### config.mk
export PLATFORM = sky130hd
export DESIGN_NAME = wdt_timer
export DESIGN_NICKNAME = d
export VERILOG_FILES = /design/src/rtl/wdt_pkg.sv /design/src/rtl/wdt_prescale.sv /design/src/rtl/wdt_count.sv /design/src/rtl/wdt_seq.sv /design/src/rtl/wdt_timer.sv
export SDC_FILE = /design/constraint.sdc
export NUM_CORES = 1
export LEC_CHECK = 0
export BUFFER_PORTS_ARGS = -buffer_cell sky130_fd_sc_hd__clkbuf_2
export CORE_MARGIN = 2
export CORE_UTILIZATION = 35
export DETAILED_ROUTE_END_ITERATION = 10
export GPL_TIMING_DRIVEN = 0
export SETUP_SLACK_MARGIN = 0.02
export SYNTH_ARGS = -nofsm -noshare
export SYNTH_HDL_FRONTEND = slang
export SYNTH_SLANG_ARGS = --single-unit
### constraint.sdc
create_clock -name clk -period 5.7 [get_ports clk]
set_input_delay 0.285 -clock clk [delete_from_list [all_inputs] [get_ports clk]]
set_output_delay 0.285 -clock clk [all_outputs]
set_load 0.005 [all_outputs]
### src/rtl/wdt_pkg.sv
package wdt_pkg;

    typedef enum logic [2:0] {
        ST_OFF      = 3'd0,
        ST_INTERVAL = 3'd1,
        ST_WATCH    = 3'd2,
        ST_FIRE_POR = 3'd3,
        ST_FIRE_MAN = 3'd4
    } wdt_state_e;

    localparam logic [1:0] ADDR_COUNT = 2'd0;
    localparam logic [1:0] ADDR_CTRL  = 2'd1;
    localparam logic [1:0] ADDR_STAT  = 2'd2;

    localparam int CB_RUN    = 7;
    localparam int CB_WDOG   = 6;
    localparam int CB_IEN    = 5;
    localparam int CB_RSTEN  = 4;
    localparam int CB_RSTSEL = 3;

    // log2 of the prescale ratio for each clock-select code
    function automatic int unsigned div_shift(input logic [2:0] code);
        case (code)
            3'd0:    return 1;
            3'd1:    return 3;
            3'd2:    return 5;
            3'd3:    return 6;
            3'd4:    return 7;
            3'd5:    return 9;
            3'd6:    return 11;
            default: return 13;
        endcase
    endfunction

endpackage

### src/rtl/wdt_prescale.sv
module wdt_prescale #(
    parameter int PRE_W = 13,
    parameter int SEL_W = 3
) (
    input  logic             clk,
    input  logic             rst_n,
    input  logic             run,
    input  logic [SEL_W-1:0] sel,
    output logic             tick
);
    import wdt_pkg::*;

    logic [PRE_W-1:0] pre_q;
    logic [PRE_W-1:0] mask;

    always_comb begin
        mask = (PRE_W'(1) << div_shift(3'(sel))) - PRE_W'(1);
        tick = run && ((pre_q & mask) == mask);
    end

    always_ff @(posedge clk or negedge rst_n) begin
        if (!rst_n)    pre_q <= '0;
        else if (!run) pre_q <= '0;
        else           pre_q <= pre_q + PRE_W'(1);
    end

    // the smallest ratio is 2, so ticks never fall on adjacent edges
    tick_spacing_chk: assert property (@(posedge clk) disable iff (!rst_n)
        tick |=> !tick);

endmodule

### src/rtl/wdt_count.sv
module wdt_count #(
    parameter int W = 8
) (
    input  logic         clk,
    input  logic         rst_n,
    input  logic         tick,
    input  logic         load,
    input  logic [W-1:0] load_val,
    output logic [W-1:0] value,
    output logic         wrap
);
    // a tick wraps the counter only if no write claims the same edge
    assign wrap = tick && !load && (value == {W{1'b1}});

    always_ff @(posedge clk or negedge rst_n) begin
        if (!rst_n)    value <= '0;
        else if (load) value <= load_val;
        else if (tick) value <= value + W'(1);
    end


    hold_when_idle_chk: assert property (@(posedge clk) disable iff (!rst_n)
        (!tick && !load) |=> $stable(value));


    wrap_to_zero_chk: assert property (@(posedge clk) disable iff (!rst_n)
        wrap |=> (value == '0));

endmodule

### src/rtl/wdt_seq.sv
module wdt_seq (
    input  logic clk,
    input  logic rst_n,
    input  logic run,
    input  logic wdog,
    input  logic rst_en,
    input  logic rst_sel,
    input  logic wrap,
    output logic por_req,
    output logic man_req
);
    import wdt_pkg::*;

    wdt_state_e state_q, state_d;

    always_comb begin
        if (wrap && wdog && rst_en)
            state_d = rst_sel ? ST_FIRE_MAN : ST_FIRE_POR;
        else if (!run)
            state_d = ST_OFF;
        else if (wdog)
            state_d = ST_WATCH;
        else
            state_d = ST_INTERVAL;
    end

    always_ff @(posedge clk or negedge rst_n) begin
        if (!rst_n) state_q <= ST_OFF;
        else        state_q <= state_d;
    end

    always_comb begin
        por_req = 1'b0;
        man_req = 1'b0;
        unique case (state_q)
            ST_FIRE_POR: por_req = 1'b1;
            ST_FIRE_MAN: man_req = 1'b1;
            ST_OFF, ST_INTERVAL, ST_WATCH: ;
            default: ;
        endcase
    end


    por_single_chk: assert property (@(posedge clk) disable iff (!rst_n)
        por_req |=> !por_req);


    man_single_chk: assert property (@(posedge clk) disable iff (!rst_n)
        man_req |=> !man_req);


    por_cause_chk: assert property (@(posedge clk) disable iff (!rst_n)
        por_req |-> $past(wrap && wdog && rst_en && !rst_sel));


    no_req_without_en_chk: assert property (@(posedge clk) disable iff (!rst_n)
        (wrap && !(wdog && rst_en)) |=> !(por_req || man_req));

endmodule

### src/rtl/wdt_timer.sv
module wdt_timer #(
    parameter int CNT_W = 8,
    parameter int PRE_W = 13,
    parameter int SEL_W = 3
) (
    input  logic             clk,
    input  logic             rst_n,
    input  logic             wr_en,
    input  logic             rd_en,
    input  logic [1:0]       addr,
    input  logic [CNT_W-1:0] wdata,
    output logic [CNT_W-1:0] rdata,
    output logic             irq,
    output logic             por_req,
    output logic             man_req
);
    import wdt_pkg::*;

    localparam int STAT_BITS = 2;

    logic [CNT_W-1:0] ctrl_q;
    logic [CNT_W-1:0] count;
    logic             itv_flag, wdg_flag;
    logic             tick, wrap, cnt_load, stat_rd;

    assign cnt_load = wr_en && (addr == ADDR_COUNT);
    assign stat_rd  = rd_en && (addr == ADDR_STAT);

    wdt_prescale #(.PRE_W(PRE_W), .SEL_W(SEL_W)) u_pre (
        .clk (clk),
        .rst_n (rst_n),
        .run (ctrl_q[CB_RUN]),
        .sel (ctrl_q[SEL_W-1:0]),
        .tick (tick)
    );

    wdt_count #(.W(CNT_W)) u_cnt (
        .clk (clk),
        .rst_n (rst_n),
        .tick (tick),
        .load (cnt_load),
        .load_val (wdata),
        .value (count),
        .wrap (wrap)
    );

    wdt_seq u_seq (
        .clk (clk),
        .rst_n (rst_n),
        .run (ctrl_q[CB_RUN]),
        .wdog (ctrl_q[CB_WDOG]),
        .rst_en (ctrl_q[CB_RSTEN]),
        .rst_sel (ctrl_q[CB_RSTSEL]),
        .wrap (wrap),
        .por_req (por_req),
        .man_req (man_req)
    );

    always_ff @(posedge clk or negedge rst_n) begin
        if (!rst_n)                            ctrl_q <= '0;
        else if (wr_en && addr == ADDR_CTRL)   ctrl_q <= wdata;
    end

    // a wrap at the same edge as a status read wins
    always_ff @(posedge clk or negedge rst_n) begin
        if (!rst_n) begin
            itv_flag <= 1'b0;
            wdg_flag <= 1'b0;
        end else begin
            itv_flag <= (itv_flag && !stat_rd) || (wrap && !ctrl_q[CB_WDOG]);
            wdg_flag <= (wdg_flag && !stat_rd) || (wrap &&  ctrl_q[CB_WDOG]);
        end
    end

    always_comb begin
        case (addr)
            ADDR_COUNT: rdata = count;
            ADDR_CTRL:  rdata = ctrl_q;
            ADDR_STAT:  rdata = {{(CNT_W-STAT_BITS){1'b0}}, wdg_flag, itv_flag};
            default:    rdata = '0;
        endcase
    end

    assign irq = ctrl_q[CB_IEN] && (itv_flag || wdg_flag);


    stat_clear_chk: assert property (@(posedge clk) disable iff (!rst_n)
        (stat_rd && !wrap) |=> (!itv_flag && !wdg_flag));


    itv_set_chk: assert property (@(posedge clk) disable iff (!rst_n)
        (wrap && !ctrl_q[CB_WDOG]) |=> itv_flag);


    wdg_set_chk: assert property (@(posedge clk) disable iff (!rst_n)
        (wrap && ctrl_q[CB_WDOG]) |=> wdg_flag);

endmodule

==> reports/results.tsv, run 1 <==
stage	metric	value	unit
global_routing	vias in the first global route	1401	
clock_tree	number of sinks driven by the clock tree	34	
timing	worst slew pin tran	836	ps
placement	post-place setup slack	2510	ps
detailed_routing	number of nets with antenna violations after detailed routing	0	
timing	clk_skew	1.30	ps
final_layout	number of nets in the layout	246	
final_layout	layout cells sized above 1	20.9	%
floorplan	Placement Rows	26	
worst_setup_path	cell-by-cell listing of the critical path	clkbuf_1 -> nor3_1 -> inv_1 -> ha_1 -> inv_1 -> o22ai_1 -> or4_4 -> nor4_4 -> nand2_1 -> xnor2_1 -> mux2_2	
run	max_cap viols	0	
floorplan	width of the die	77.7	um
global_routing	global routing met1 resource utilization	22.2	%
final_layout	antenna cells	0	
min_path	type of the worst min-delay path	in2async	
timing	total of endpoints with negative setup slack in the final report	0	
detailed_routing	DRC	0	
floorplan	total I/O pin count	25	
clock_tree	worst-skew pair later-pin latency	290	ps
global_routing	global router's overall resource usage	14.6	%
clock_tree	clock buffers created by TritonCTS	5	
placement	detailed-placement wirelength estimate	2910	um
yosys	biggest area contributors in the synthesized netlist	sky130_fd_sc_hd__dfrtp_1, sky130_fd_sc_hd__nor2_1, sky130_fd_sc_hd__xor2_1, sky130_fd_sc_hd__mux2_2, sky130_fd_sc_hd__mux2i_1	
yosys	most frequent cell after synthesis	sky130_fd_sc_hd__dfrtp_1	
yosys	syn_area_per_cell	9.61	um2
worst_setup_path	sort of element at the start of the critical path	flop	
detailed_routing	drt pass-1 iters	4	
yosys	sequential share of the synthesized area	44.7	%
final_layout	cell area after layout	2220	um2
timing	RSZ-0062 raised after global routing	no	
clock_tree	post-cts resize count	0	
yosys	Yosys warnings	0	
worst_setup_path	peak per-stage delay on the critical path	620	ps
yosys	number of flops mapped to enable cells by yosys	0	
placement	Final Wtd Congestion	0.802	
global_routing	number of antenna violations at the first check in global routing	0	
power	leakage power	1.03	nW
timing	worst slew margin relative to its limit	44.3	%
placement	placed inst area	2110	um2
floorplan	Initial Utilization	36.8	%
global_routing	Most Used Layer, Global Route	met1	
floorplan	height of the die	77.7	um
detailed_routing	DR WL/cell	13.2	um
detailed_routing	initial DRC count	97	
timing	Final Hold Vio Count	0	
yosys	area share of the leading cell type in the synthesized netlist	44.7	%
floorplan	Die Footprint	6040	um2
timing	setup TNS	0	ps
worst_setup_path	critical path's most frequent cell	sky130_fd_sc_hd__inv_1	
power	worst ir drop on vdd	93.1	uV
yosys	net count of the mapped netlist	215	
global_routing	global route overflow	0	
clock_tree	Clock Tree Buf Depth	2	
final_layout	area growth from synthesis to final layout	16.7	%
yosys	most common flop cell mapped by yosys	sky130_fd_sc_hd__dfrtp_1	
timing	number of max-slew violations in the final report	0	
detailed_routing	wirelength, routed	3960	um
global_routing	largest net degree at the start of global routing	35	
worst_setup_path	Required @ worst endpoint	5870	ps
timing	FMAX	311	MHz
worst_setup_path	Critical Path End Type	flop	
global_routing	met3 layer usage reported by global route	3.84	%
detailed_routing	detail-routed via count per cell	4.88	
worst_setup_path	critical path start-end classification	reg2reg	
floorplan	placeable core area	5170	um2
power	pwr/cell area	292	nW/um2
clock_tree	buffers inserted during post-CTS setup optimization	0	
yosys	most frequent cells after synthesis	sky130_fd_sc_hd__dfrtp_1, sky130_fd_sc_hd__nor2_1, sky130_fd_sc_hd__nand2_1, sky130_fd_sc_hd__xor2_1	
worst_setup_path	register-to-register setup slack	2490	ps
yosys	distinct cell type count of the synthesized netlist	40	
detailed_routing	number of vias after detailed routing	1463	
worst_setup_path	arrival time at the worst endpoint	3390	ps
clock_tree	CTS H-tree depth	2	
worst_setup_path	critical path's slowest cell	sky130_fd_sc_hd__nor4_4	
placement	count of buffers from port buffering	24	
worst_setup_path	logic depth of the worst register-to-register path	11	
timing	Final min period	3210	ps
yosys	synthesized cell area	1900	um2
yosys	asr flop ratio synth	100	%
clock_tree	Post-CTS Hold Fix Bufs	0	
clock_tree	register clock-pin slew on the reported worst setup and hold paths	70	ps
worst_setup_path	endpoint of the lowest-slack register-to-register path	u_cnt.value[3]$_DFFE_PN0P_	
yosys	number of instances in the synthesized netlist	198	
clock_tree	buffer type at the clock tree root	sky130_fd_sc_hd__clkbuf_8	
power	total power	0.648	mW
global_routing	global-route wire length before repair	6820	um
yosys	leading area contributor after synthesis	sky130_fd_sc_hd__dfrtp_1	
worst_setup_path	launch point of the worst reg-to-reg path	ctrl_q[0]$_DFFE_PN0P_	
clock_tree	TritonCTS clock tree	built	
status	status	completed	
timing	share of the clock period used by the worst path	56.4	%
timing	post-route worst setup slack	2490	ps
yosys	Seq cells post-synth	34	
worst_setup_path	critical-path maximum fanout	10	
global_routing	met2 capacity usage during global routing	19.5	%
-- placed cells by master (no fill, tap or decap), types with 2 or more instances in the layout --
cell type / Yosys / final
sky130_fd_sc_hd__ha_1: 3 / 3
sky130_fd_sc_hd__o21ai_0: 2 / 2
sky130_fd_sc_hd__and3_1: 7 / 7
sky130_fd_sc_hd__a21oi_1: 9 / 9
sky130_fd_sc_hd__nor2_1: 29 / 29
sky130_fd_sc_hd__o21ai_1: 2 / 2
sky130_fd_sc_hd__inv_1: 6 / 6
sky130_fd_sc_hd__xnor2_1: 6 / 6
sky130_fd_sc_hd__and2_1: 3 / 3
sky130_fd_sc_hd__nand2b_1: 4 / 4
sky130_fd_sc_hd__clkbuf_8: 0 / 8
sky130_fd_sc_hd__mux2i_1: 10 / 10
sky130_fd_sc_hd__nor3b_1: 2 / 2
sky130_fd_sc_hd__a31oi_1: 3 / 3
sky130_fd_sc_hd__nand2_1: 17 / 17
sky130_fd_sc_hd__o22ai_1: 2 / 2
sky130_fd_sc_hd__nor3_1: 2 / 2
sky130_fd_sc_hd__clkbuf_2: 0 / 24
sky130_fd_sc_hd__nand3_1: 10 / 10
sky130_fd_sc_hd__xor2_1: 12 / 12
sky130_fd_sc_hd__clkbuf_1: 7 / 7
sky130_fd_sc_hd__dfrtp_1: 34 / 34
sky130_fd_sc_hd__mux2_2: 9 / 9
-- where the power goes --
group | switching [mW] | internal [mW] | total [mW] | leakage (nW)
logic | 0.0730 | 0.0645 | 0.138 | 0.544
registers | 0.0317 | 0.270 | 0.302 | 0.431
clock network | 0.0862 | 0.122 | 0.208 | 0.0575
-- how the worst max path moves through the flow --
stage / from / endpoint / cells past startpoint
global route: ctrl_q[0]$_DFFE_PN0P_ / u_cnt.value[5]$_DFFE_PN0P_ / 11
global placement: ctrl_q[0]$_DFFE_PN0P_ / u_cnt.value[3]$_DFFE_PN0P_ / 11
CTS: ctrl_q[0]$_DFFE_PN0P_ / u_cnt.value[3]$_DFFE_PN0P_ / 11
finish: ctrl_q[0]$_DFFE_PN0P_ / u_cnt.value[3]$_DFFE_PN0P_ / 11
floorplan: ctrl_q[0]$_DFFE_PN0P_ / u_cnt.value[3]$_DFFE_PN0P_ / 11
detailed placement: ctrl_q[0]$_DFFE_PN0P_ / u_cnt.value[3]$_DFFE_PN0P_ / 11
-- layer usage --
metal,routed length (um),up-vias,share of wire [%]
met5,0,-,0
met4,56,0,1.4
met3,160,4,4.0
met2,1650,30,42
met1,2100,688,53
li1,-,741,-
-- registers in the layout, summed over array words and instances, names as in the netlist --
register	flops
itv_flag	1
u_pre.pre_q	13
u_cnt.value	8
u_seq.state_q	3
wdg_flag	1
ctrl_q	8
-- kinds of logic after synthesis --
kind of cell	count (synthesis)	share of synthesized area, %
AND/OR/NAND/NOR	85	23.4
flip-flops	34	44.7
AO/OA/AOI/OAI	24	7.70
multiplexers	19	10.6
XOR/XNOR	18	8.29
buffers and inverters	14	3.16
adder cells (fa/ha/maj)	3	1.97
other	1	0.197
-- worst max-delay path, delay by kind of cell, from the launching register on --
family	cells	cell delay (ps)
buf+inv	3	380
flops	1	360
simple gates	4	1620
mux	1	260
compound gates	1	70
xor+xnor	1	150
fa+ha+maj	1	260
-- layout make-up --
type / instances / area, um2
Buffer: 8 / 37.5
Fill cell: 526 / 2950
Sequential cell: 34 / 851
Timing Repair Buffer: 24 / 120
Clock buffer: 8 / 110
Inverter: 6 / 22.5
Tap cell: 70 / 87.6
Multi-Input combinational cell: 150 / 991
-- per-stage QoR --
step                      instances  hold slack (ps)  util [%]
final                           300             85.7      42.9
after global routing            300              172      42.9
after CTS                       300              134      42.9
after detailed placement        292              445      40.8
after global placement          292              442      40.8
after floorplan                 198            -10.6         -
Power figures use the tool's default switching activity.
==> run 2, diff against run 1 <==
ABC_AREA = 1   (was not set)
clock period = 3.05 ns   (was 5.7 ns; I/O delays follow)
==> run 2 against run 1 <==
  * Synthesized area grew 1.5%
  * Cell count grew 20%
  * Sequential share of layout area shrank 0.70 points
  * First-iteration DRC count shrank 3.1%
  * Clock-buffer cell count is the same
  * Clock power grew 87%
  * Critical path type unchanged
==> reports/results.tsv, run 2 <==
stage	metric	value	unit	change
yosys	number of flops mapped to enable cells by yosys	0		unchanged
detailed_routing	initial DRC count	94		-3.1%
global_routing	global-route wire length before repair	7050	um	+3.3%
global_routing	global route overflow	0		unchanged
timing	setup TNS	0	ps	unchanged
global_routing	global router's overall resource usage	15.0	%	+0.31 points
worst_setup_path	critical path start-end classification	reg2reg		
timing	RSZ-0062 raised after global routing	no		
power	pwr/cell area	549	nW/um2	+88%
yosys	most frequent cell after synthesis	sky130_fd_sc_hd__nand2_1		
detailed_routing	number of vias after detailed routing	1669		+14%
yosys	syn_area_per_cell	7.57	um2	-21%
yosys	leading area contributor after synthesis	sky130_fd_sc_hd__dfrtp_1		
clock_tree	CTS H-tree depth	2		unchanged
worst_setup_path	Required @ worst endpoint	3210	ps	-2660 ps
yosys	most common flop cell mapped by yosys	sky130_fd_sc_hd__dfrtp_1		
final_layout	Storage cell area	851	um2	unchanged
detailed_routing	DR WL/cell	11.9	um	-9.9%
final_layout	registers with the highest flip-flop counts	u_pre.pre_q: 13 flops, ctrl_q: 8 flops, u_cnt.value: 8 flops		
yosys	Yosys warnings	0		unchanged
timing	number of max-slew violations in the final report	0		unchanged
worst_setup_path	sort of element at the start of the critical path	flop		
final_layout	area used by multi-input combinational logic	926	um2	-6.6%
worst_setup_path	cell-by-cell listing of the critical path	nor2_2 -> nand2_1 -> ha_1 -> nand2_1 -> nand2_1 -> nor2_1 -> nand3_2 -> nor2_4 -> nand3_1 -> nand2_2 -> inv_2 -> nand2_1 -> o211ai_1		
detailed_routing	number of nets with antenna violations after detailed routing	0		unchanged
final_layout	layout cells sized above 1	17.0	%	-3.9 points
global_routing	vias in the first global route	1544		+10%
yosys	synthesized cell area	1930	um2	+1.5%
placement	post-place setup slack	968	ps	-1550 ps
yosys	number of instances in the synthesized netlist	255		+29%
floorplan	total I/O pin count	25		unchanged
detailed_routing	detail-routed via count per cell	4.64		-4.9%
final_layout	area growth from synthesis to final layout	17.1	%	
clock_tree	buffers inserted during post-CTS setup optimization	0		unchanged
floorplan	height of the die	78.3	um	+0.71%
final_layout	number of nets in the layout	304		+24%
yosys	asr flop ratio synth	100	%	unchanged
placement	detailed-placement wirelength estimate	3290	um	+13%
worst_setup_path	peak per-stage delay on the critical path	460	ps	-160 ps
detailed_routing	drt pass-1 iters	4		unchanged
floorplan	width of the die	78.3	um	+0.71%
clock_tree	register clock-pin slew on the reported worst setup and hold paths	70	ps	about the same
clock_tree	buffer type at the clock tree root	sky130_fd_sc_hd__clkbuf_8		
clock_tree	post-cts resize count	0		unchanged
clock_tree	Clock Tree Buf Depth	2		unchanged
min_path	type of the worst min-delay path	in2reg		
yosys	distinct cell type count of the synthesized netlist	25		-38%
final_layout	flip-flop count of the largest register, all copies and words added	13		unchanged
yosys	Seq cells post-synth	34		unchanged
floorplan	Die Footprint	6130	um2	+1.4%
placement	count of buffers from port buffering	24		unchanged
worst_setup_path	Critical Path End Type	flop		
final_layout	most common cell after layout, fill and taps aside	sky130_fd_sc_hd__nand2_1		
timing	final hold slack	109	ps	+23.4 ps
yosys	most frequent cells after synthesis	sky130_fd_sc_hd__nand2_1, sky130_fd_sc_hd__inv_1, sky130_fd_sc_hd__dfrtp_1, sky130_fd_sc_hd__nor2_1, sky130_fd_sc_hd__nand3_1		
worst_setup_path	arrival time at the worst endpoint	2220	ps	-1170 ps
yosys	area share of the leading cell type in the synthesized netlist	44.1	%	-0.67 points
timing	Final min period	2060	ps	-1150 ps
clock_tree	TritonCTS clock tree	built		
clock_tree	number of sinks driven by the clock tree	34		unchanged
final_layout	leading cell types in the layout, fill and taps excluded	sky130_fd_sc_hd__nand2_1, sky130_fd_sc_hd__inv_1, sky130_fd_sc_hd__dfrtp_1, sky130_fd_sc_hd__nor2_1, sky130_fd_sc_hd__clkbuf_2		
power	leakage power	1.12	nW	+8.7%
yosys	biggest area contributors in the synthesized netlist	sky130_fd_sc_hd__dfrtp_1, sky130_fd_sc_hd__nand2_1, sky130_fd_sc_hd__inv_1, sky130_fd_sc_hd__nor2_1, sky130_fd_sc_hd__nand3_1		
timing	worst slew margin relative to its limit	44.6	%	+0.27 points
detailed_routing	wirelength, routed	4290	um	+8.2%
floorplan	placeable core area	5410	um2	+4.5%
floorplan	Initial Utilization	35.7	%	-1.1 points
yosys	sequential share of the synthesized area	44.1	%	-0.67 points
clock_tree	clock buffers created by TritonCTS	5		unchanged
final_layout	number of filler instances in the final layout	574		+9.1%
timing	post-route worst setup slack	986	ps	-1500 ps
status	status	completed		
worst_setup_path	critical path's most frequent cell	sky130_fd_sc_hd__nand2_1		
global_routing	largest net degree at the start of global routing	35		unchanged
floorplan	Placement Rows	27		+3.8%
clock_tree	worst-skew pair later-pin latency	280	ps	about the same
worst_setup_path	critical path's slowest cell	sky130_fd_sc_hd__dfrtp_1		
placement	Final Wtd Congestion	0.845		+5.3%
worst_setup_path	critical-path maximum fanout	7		-3
global_routing	number of antenna violations at the first check in global routing	0		unchanged
final_layout	antenna cells	0		unchanged
timing	total of endpoints with negative setup slack in the final report	0		unchanged
clock_tree	Post-CTS Hold Fix Bufs	1		+1
yosys	net count of the mapped netlist	272		+27%
power	worst ir drop on vdd	189	uV	+100%
timing	Final Hold Vio Count	0		unchanged
timing	share of the clock period used by the worst path	67.7	%	+11 points
final_layout	Most flops, register	u_pre.pre_q		
timing	worst slew pin tran	832	ps	-4.12 ps
timing	FMAX	485	MHz	+56%
detailed_routing	DRC	0		unchanged
timing	clk_skew	6.14	ps	+4.85 ps
run	max_cap viols	0		unchanged
[run 2: cell count changes after synthesis, moves of 6 or more]
cell and change:
sky130_fd_sc_hd__nand2_1 +43, sky130_fd_sc_hd__a21oi_1 +6, sky130_fd_sc_hd__o211ai_1 +7, sky130_fd_sc_hd__xor2_1 -6, sky130_fd_sc_hd__inv_1 +30, sky130_fd_sc_hd__and3_1 -7, sky130_fd_sc_hd__mux2_2 -8, sky130_fd_sc_hd__mux2i_1 -10
sky130_fd_sc_hd__xnor2_1 -6, sky130_fd_sc_hd__nand3_1 +9, sky130_fd_sc_hd__o21ai_0 +6
[run 2: critical path: cells and delay by family (launching register included)]
kind	cells	cell delay, ps
buffers and inverters	1	80
flip-flops	1	460
adder cells (fa/ha/maj)	1	240
AO/OA/AOI/OAI	1	90
AND/OR/NAND/NOR	10	1060
[run 2: per-stage QoR]
stage               cell area (um2)  power [mW]  util (%)  instances
finish                         2260        1.24      41.8        360
global route                   2260        1.33      41.8        360
CTS                            2260        1.26      41.8        360
detailed placement             2140       0.864      39.6        351
global placement               2140       0.859      39.6        351
floorplan                      1930       0.775         -        255
[run 2: power by group]
part	switching, mW	total (mW)	internal (mW)
sequential	0.0651	0.577	0.512
combinational	0.169	0.275	0.106
clock	0.161	0.389	0.228
total	0.396	1.24	0.846
[run 2: worst paths after layout]
path,from,endpoint,slack [ps],cells past startpoint
setup / recovery,ctrl_q[1]$_DFFE_PN0P_,u_cnt.value[0]$_DFFE_PN0P_,990,13
hold / removal,wdata[1],u_cnt.value[1]$_DFFE_PN0P_,110,3
setup reg to reg,ctrl_q[1]$_DFFE_PN0P_,u_cnt.value[0]$_DFFE_PN0P_,990,13
hold reg to reg,u_pre.pre_q[7]$_DFF_PN0_,u_pre.pre_q[7]$_DFF_PN0_,490,1
max in group asynchronous,rst_n,u_seq.state_q[2]$_DFF_PN0_,2030,2
min in group asynchronous,rst_n,u_pre.pre_q[7]$_DFF_PN0_,500,2
[run 2: cell families (layout without fill, tap and decap cells)]
logic type	Yosys count	in the layout	share of synthesized area (%)
flip-flops	34	34	44.1
AND/OR/NAND/NOR	130	130	30.9
XOR/XNOR	6	6	2.72
adder cells (fa/ha/maj)	3	3	1.94
multiplexers	1	1	0.583
other	1	1	0.194
buffers and inverters	41	74	7.97
AO/OA/AOI/OAI	39	39	11.6
[run 2: per-layer routing]
layer / track usage, % / routed length, um
met5: 0 / 0
met4: 6.67 / 88
met3: 2.87 / 75
met2: 23.4 / 1980
met1: 20.1 / 2140
[run 2: area by class of cell]
cell class	count	share of cell area [%]
Multi-Input combinational cell	180	41.0
Sequential cell	34	37.6
Inverter	39	6.47
Timing Repair Buffer	25	5.76
Clock buffer	8	4.87
Tap cell	72	3.98
Buffer	2	0.332
